<file path="src/rtl/cbpt_pkg.sv">
package cbpt_pkg;
  localparam int ADDR_W  = 16;
  localparam int DATA_W  = 8;
  localparam int COLOR_W = 6;
  localparam int CTRL_W  = 5;
  localparam int STRB_W  = 3;
  localparam int RGB_W   = 3 * COLOR_W;
  localparam logic [1:0] PT1_CODE = 2'b10;

  typedef struct packed {
    logic [RGB_W-1:0]  rgb;
    logic [CTRL_W-1:0] ctrl;
    logic              spl;
    logic              rst_n;
  } lcd_bus_t;

  localparam int LCD_BUS_W = $bits(lcd_bus_t);
endpackage

</file>
<file path="src/rtl/cbpt_rst_sync.sv">
module cbpt_rst_sync (
  input  logic clk,
  input  logic rst_n,
  output logic rst_sync_n
);
  logic [1:0] shreg_q;

  always_ff @(posedge clk or negedge rst_n) begin
    if (!rst_n) shreg_q <= 2'b00;
    else        shreg_q <= {shreg_q[0], 1'b1};
  end

  assign rst_sync_n = shreg_q[1];
endmodule

</file>
<file path="src/rtl/cbpt_mode_ctrl.sv">
module cbpt_mode_ctrl #(
  parameter logic [1:0] ARM_CODE = cbpt_pkg::PT1_CODE
) (
  input  logic       clk,
  input  logic       rst_n,
  input  logic [1:0] mode_sel,
  input  logic       stop_exec,
  output logic       pt_active
);
  logic active_q;
  logic enter_en;

  always_comb begin
    enter_en = stop_exec && (mode_sel == ARM_CODE) && !active_q;
  end

  always_ff @(posedge clk or negedge rst_n) begin
    if (!rst_n)        active_q <= 1'b0;
    else if (enter_en) active_q <= 1'b1;
  end

  assign pt_active = active_q;
endmodule

</file>
<file path="src/rtl/cbpt_sync.sv">
module cbpt_sync #(
  parameter int WIDTH  = 1,
  parameter int STAGES = 2
) (
  input  logic             clk,
  input  logic             rst_n,
  input  logic [WIDTH-1:0] din,
  output logic [WIDTH-1:0] dout
);
  logic [WIDTH-1:0] stg_q [STAGES];

  for (genvar s = 0; s < STAGES; s++) begin : g_stage
    logic [WIDTH-1:0] stg_d;
    if (s == 0) begin : g_first
      assign stg_d = din;
    end else begin : g_next
      assign stg_d = stg_q[s-1];
    end
    always_ff @(posedge clk or negedge rst_n) begin
      if (!rst_n) stg_q[s] <= '0;
      else        stg_q[s] <= stg_d;
    end
  end

  assign dout = stg_q[STAGES-1];
endmodule

</file>
<file path="src/rtl/cbpt_pin_mux.sv">
module cbpt_pin_mux
  import cbpt_pkg::*;
(
  input  logic              pt_active,
  input  logic [ADDR_W-1:0] cpu_addr,
  input  logic [DATA_W-1:0] cpu_dout,
  input  logic              cpu_dout_en,
  input  logic              cpu_wr_n,
  input  logic              cpu_rd_n,
  input  logic              cpu_cs_n,
  input  lcd_bus_t          vid_bus,
  input  logic              vid_dck,
  input  lcd_bus_t          pin_bus,
  input  logic              pin_dck,
  output logic [ADDR_W-1:0] cart_addr_out,
  output logic [ADDR_W-1:0] cart_addr_oe,
  output logic [DATA_W-1:0] cart_data_out,
  output logic [DATA_W-1:0] cart_data_oe,
  output logic              cart_wr_out,
  output logic              cart_rd_out,
  output logic              cart_cs_out,
  output logic [STRB_W-1:0] cart_strb_oe,
  output lcd_bus_t          lcd_bus,
  output logic              lcd_dck
);
  always_comb begin
    cart_addr_out = cpu_addr;
    cart_data_out = cpu_dout;
    cart_wr_out   = cpu_wr_n;
    cart_rd_out   = cpu_rd_n;
    cart_cs_out   = cpu_cs_n;
    if (pt_active) begin
      cart_addr_oe = '0;
      cart_data_oe = '0;
      cart_strb_oe = '0;
      lcd_bus      = pin_bus;
      lcd_dck      = pin_dck;
    end else begin
      cart_addr_oe = '1;
      cart_data_oe = {DATA_W{cpu_dout_en}};
      cart_strb_oe = '1;
      lcd_bus      = vid_bus;
      lcd_dck      = vid_dck;
    end
  end
endmodule

</file>
<file path="src/rtl/cbpt_lcd_passthru.sv">
module cbpt_lcd_passthru
  import cbpt_pkg::*;
#(
  parameter int SYNC_STAGES = 2
) (
  input  logic                clk,
  input  logic                rst_n,
  input  logic [1:0]          mode_sel,
  input  logic                stop_exec,
  input  logic [ADDR_W-1:0]   cpu_addr,
  input  logic [DATA_W-1:0]   cpu_dout,
  input  logic                cpu_dout_en,
  input  logic                cpu_wr_n,
  input  logic                cpu_rd_n,
  input  logic                cpu_cs_n,
  input  logic [ADDR_W-1:0]   cart_addr_in,
  input  logic [DATA_W-1:0]   cart_data_in,
  input  logic                cart_wr_in,
  input  logic                cart_rd_in,
  input  logic                cart_cs_in,
  input  logic                cart_rst_in,
  input  logic [RGB_W-1:0]    vid_rgb,
  input  logic [CTRL_W-1:0]   vid_ctrl,
  input  logic                vid_spl,
  input  logic                vid_dck,
  input  logic                vid_rst_n,
  output logic [ADDR_W-1:0]   cart_addr_out,
  output logic [ADDR_W-1:0]   cart_addr_oe,
  output logic [DATA_W-1:0]   cart_data_out,
  output logic [DATA_W-1:0]   cart_data_oe,
  output logic                cart_wr_out,
  output logic                cart_rd_out,
  output logic                cart_cs_out,
  output logic [STRB_W-1:0]   cart_strb_oe,
  output logic [RGB_W-1:0]    lcd_rgb,
  output logic [CTRL_W-1:0]   lcd_ctrl,
  output logic                lcd_spl,
  output logic                lcd_dck,
  output logic                lcd_rst_n,
  output logic                cpu_halt
);
  logic     rst_int_n;
  logic     pt_active;
  lcd_bus_t pin_raw;
  lcd_bus_t pin_sync;
  lcd_bus_t vid_bus;
  lcd_bus_t lcd_bus;
  logic     unused_pins;

  // Pin-to-panel map: blue high half from low data pins, blue low half from
  // A14..A12, green from A11..A6, red from A5..A0, controls from D7..D3.
  always_comb begin
    pin_raw.rgb   = {cart_data_in[2:0], cart_addr_in[14:0]};
    pin_raw.ctrl  = cart_data_in[7:3];
    pin_raw.spl   = cart_wr_in;
    pin_raw.rst_n = cart_rst_in;
    vid_bus.rgb   = vid_rgb;
    vid_bus.ctrl  = vid_ctrl;
    vid_bus.spl   = vid_spl;
    vid_bus.rst_n = vid_rst_n;
  end

  // A15 and chip select are left off the panel on purpose.
  assign unused_pins = ^{cart_addr_in[ADDR_W-1], cart_cs_in};

  cbpt_rst_sync u_rst_sync (
    .clk        (clk),
    .rst_n      (rst_n),
    .rst_sync_n (rst_int_n)
  );

  cbpt_mode_ctrl #(.ARM_CODE(PT1_CODE)) u_mode (
    .clk       (clk),
    .rst_n     (rst_int_n),
    .mode_sel  (mode_sel),
    .stop_exec (stop_exec),
    .pt_active (pt_active)
  );

  cbpt_sync #(.WIDTH(LCD_BUS_W), .STAGES(SYNC_STAGES)) u_sync (
    .clk   (clk),
    .rst_n (rst_int_n),
    .din   (pin_raw),
    .dout  (pin_sync)
  );

  cbpt_pin_mux u_mux (
    .pt_active     (pt_active),
    .cpu_addr      (cpu_addr),
    .cpu_dout      (cpu_dout),
    .cpu_dout_en   (cpu_dout_en),
    .cpu_wr_n      (cpu_wr_n),
    .cpu_rd_n      (cpu_rd_n),
    .cpu_cs_n      (cpu_cs_n),
    .vid_bus       (vid_bus),
    .vid_dck       (vid_dck),
    .pin_bus       (pin_sync),
    .pin_dck       (cart_rd_in),
    .cart_addr_out (cart_addr_out),
    .cart_addr_oe  (cart_addr_oe),
    .cart_data_out (cart_data_out),
    .cart_data_oe  (cart_data_oe),
    .cart_wr_out   (cart_wr_out),
    .cart_rd_out   (cart_rd_out),
    .cart_cs_out   (cart_cs_out),
    .cart_strb_oe  (cart_strb_oe),
    .lcd_bus       (lcd_bus),
    .lcd_dck       (lcd_dck)
  );

  assign lcd_rgb   = lcd_bus.rgb;
  assign lcd_ctrl  = lcd_bus.ctrl;
  assign lcd_spl   = lcd_bus.spl;
  assign lcd_rst_n = lcd_bus.rst_n;
  assign cpu_halt  = pt_active;
endmodule

</file>
<file path="config.mk">
export PLATFORM = sky130hd
export DESIGN_NAME = cbpt_lcd_passthru
export DESIGN_NICKNAME = d
export VERILOG_FILES = /design/src/rtl/cbpt_pkg.sv /design/src/rtl/cbpt_rst_sync.sv /design/src/rtl/cbpt_mode_ctrl.sv /design/src/rtl/cbpt_sync.sv /design/src/rtl/cbpt_pin_mux.sv /design/src/rtl/cbpt_lcd_passthru.sv
export SDC_FILE = /design/constraint.sdc
export NUM_CORES = 1
export LEC_CHECK = 0
export ABC_AREA = 1
export BUFFER_PORTS_ARGS = -buffer_cell sky130_fd_sc_hd__buf_2
export CAP_MARGIN = 20
export CORE_AREA = 3 3 97 99
export CTS_CLUSTER_DIAMETER = 80
export DETAILED_ROUTE_END_ITERATION = 8
export DIE_AREA = 0 0 100 102
export PLACE_DENSITY = 0.65
export SLEW_MARGIN = 5
export SYNTH_ARGS = -nofsm -noshare
export SYNTH_HDL_FRONTEND = slang
export SYNTH_HIERARCHICAL = 1
export SYNTH_SLANG_ARGS = --single-unit
export TNS_END_PERCENT = 5
</file>
<file path="constraint.sdc">
create_clock -name clk -period 2.15 [get_ports clk]
set_clock_uncertainty 0.2 [all_clocks]
set_input_delay 0.5375 -clock clk [delete_from_list [all_inputs] [get_ports clk]]
set_output_delay 0.5375 -clock clk [all_outputs]
set_load 0.01 [all_outputs]
</file>
==> metrics.csv <==
stage,metric,value,unit
die,die_x,100,µm
critical_path,cp.depth,5,
synthesis,synth_top_cell_by_area,dfrtp_1,
global_routing,grt_pass1_vias,1357,
route,ant_nets,0,
die,core-area,8640,µm²
power_and_ir_drop,power.density,755,nW/µm²
critical_path,path_cells,"buf_4, inv_8, nand2_1, nand2_1, buf_2",
finish,fin_area,2570,µm²
timing,rsz0062_at_grt,no,
clock_network,insertion_delay,0.29,ns
critical_path,cp_max_fo,22,
synthesis,synth_warnings,6,
synthesis,ys_types,11,
global_routing,grt_max_degree,46,
timing,min_period,2.06,ns
placement,gp_congestion,0.655,
run,max-cap-violations,0,
timing,worst_pin_slew,0.661,ns
synthesis,avgSynthCellArea,10.8,µm²
global_routing,grt_overflow_total,0,
synthesis,async_flop_share,1.00,
placement,dp_cells,362,
clock_network,cts_sinks,53,
placement,place_area,2390,µm²
global_routing,groute.usage.overall,0.0787,
synthesis,seq_area_frac_synth,0.626,
timing,report.final.slew_viol_count,0,
route,drc_errors,0,
critical_path,regToRegSetupSlack,1.03,ns
synthesis,yosys.area.top_type_share,0.626,
critical_path,cp-end-kind,primary output,
clock_network,cts_buffer_depth,2,
finish,fin_nets,352,
route,drt_iter0_markers,90,
timing,max_freq,0.486,GHz
clock_network,clk_pin_slew,0.09,ns
die,die_area,10200,µm²
synthesis,synth_seq_cells,53,
global_routing,grt_first_pass_wirelength,6310,µm
synthesis,syn-num-nets,283,
timing,fin_crit_sh,0.957,
placement,place_hpwl,3340,µm
critical_path,r2r_start,u_rst_sync/shreg_q[1],
finish,final_core_util,0.298,
synthesis,synth_top_flop_cell,dfrtp_1,
die,die_h,102,µm
synthesis,synth_most_common_cell,nand2_1,
synthesis,ys_top_cells_by_area,"dfrtp_1 63%, buf_4 19%, nand2_1 13%",
finish,area_growth,21.5,%
critical_path,slowest_stage,dfrtp_2,
critical_path,startpoint_type,flop,
critical_path,reg2reg_depth,1,
route,via_per_inst,3.63,
route,wire_per_inst,11.4,µm
critical_path,critPathMaxStageDelay,0.50,ns
power_and_ir_drop,totalPowerFinal,1.94,mW
timing,finalHoldViolCount,0,
die,ios,168,
critical_path,cp_num_buf_inv,3,
finish,finalNonFillerCells,374,
clock_network,htreeDepth,2,
synthesis,synthTopCellsByCount,"74 x nand2_1, 53 x buf_4, 53 x dfrtp_1",
timing,setup_tns,0,ns
clock_network,root_buffer,clkbuf_8,
synthesis,synth-edff-count,0,
clock_network,numCtsBuffers,5,
die,num_rows,34,
critical_path,critPathKind,reg -> out,
placement,port_buffers,111,
critical_path,critPathArrivalTime,1.32,ns
critical_path,cp.required,1.41,ns
die,start_util,0.245,
power_and_ir_drop,leakagePower,1.46,nW
critical_path,cp_common_cell,nand2_1,
synthesis,synthCells,196,
run_status,outcome,finished clean,
finish,num_antenna_cells,0,
route,vias,1357,
finish,layout-drive-gt1-share,0.504,
critical_path,cp_top_family,flip-flops,
timing,setup_viol,0,
finish,nFillCells,907,
global_routing,antenna_found_initial,0,
critical_path,r2r-end,u_sync/g_stage[1].stg_d[18],
synthesis,syn_area,2120,µm²
route,first_pass_iters,3,
min_path,hp-class,reg -> async,
route,postRouteWirelength,4270,µm
clock_network,cts_tree,done,
timing,slew_headroom,0.559,
power_and_ir_drop,ir_drop,0.478,mV
final cells by class:
cell class                 instances  area (µm²)  share of cell area
clock inverter                     3        65.1              0.0253
clock buffer                       5        68.8              0.0268
timing repair inverter             1        11.3             0.00438
multi-input combinational         82         322               0.125
timing repair buffer             118         614               0.239
tap                              108         135              0.0525
inverter                           4        27.5              0.0107
sequential                        53        1330               0.517
sequential cells by signal, indices dropped and copies added, names as in the netlist:
signal	cells
u_rst_sync/shreg_q	2
u_sync/g_stage.stg_d	25
u_sync/dout	25
u_mode/pt_active	1
through the flow:
stage,worst slack (ns),hold slack (ns)
after detailed placement,0.263,0.124
final,0.0921,0.107
after global placement,0.266,0.116
after global routing,0.00328,0.117
after floorplan,0.0750,0.0419
after CTS,0.0125,0.129
logic make-up after synthesis:
group / synth area share
other cells: 0.00177
buf+inv: 0.222
simple gates: 0.150
flops: 0.626
power breakdown:
part	switching [mW]	internal, mW
Combinational	0.0586	0.0674
Clock	0.287	0.462
Sequential	0.0233	1.04
cell usage in the layout, fill, tap and decap left out:
cell | netlist | final
buf_2 | 0 | 111
buf_4 | 53 | 5
buf_6 | 3 | 1
bufinv_16 | 0 | 2
clkbuf_8 | 0 | 5
clkinv_2 | 0 | 1
clkinv_8 | 0 | 1
conb_1 | 1 | 1
dfrtp_1 | 53 | 51
dfrtp_2 | 0 | 2
dlygate4sd3_1 | 0 | 1
inv_1 | 3 | 3
inv_8 | 1 | 1
nand2_1 | 74 | 74
nand2_2 | 5 | 5
nand3_1 | 1 | 1
nor2_1 | 1 | 1
routing by layer:
layer,share of wire,wire length (µm),global-route usage,vias up
met5,0,0,0,-
met4,0.035,148,0.0404,0
met3,0.10,429,0.0239,23
met2,0.50,2140,0.139,67
met1,0.36,1550,0.0860,603
li1,-,-,-,664
how the worst max path moves through the flow:
stage	end	start	slack [ns]
4_1_cts	lcd_rgb[7]	u_mode/pt_active	0.01
2_1_floorplan	cart_data_oe[1]	u_mode/pt_active	0.07
5_1_grt	lcd_rgb[16]	u_mode/pt_active	0.003
6_report	lcd_rgb[1]	u_mode/pt_active	0.09
3_3_place_gp	lcd_rgb[3]	u_mode/pt_active	0.27
3_5_place_dp	lcd_rgb[0]	u_mode/pt_active	0.26
what timing repair did:
action,in CTS,in global routing
setup endpoints to repair,23,26
gates resized for setup,1,3
setup buffers,0,2
gates cloned,0,1
hold endpoints to repair,2,0
hold buffers,1,0
(Power assumes the default switching activity.)
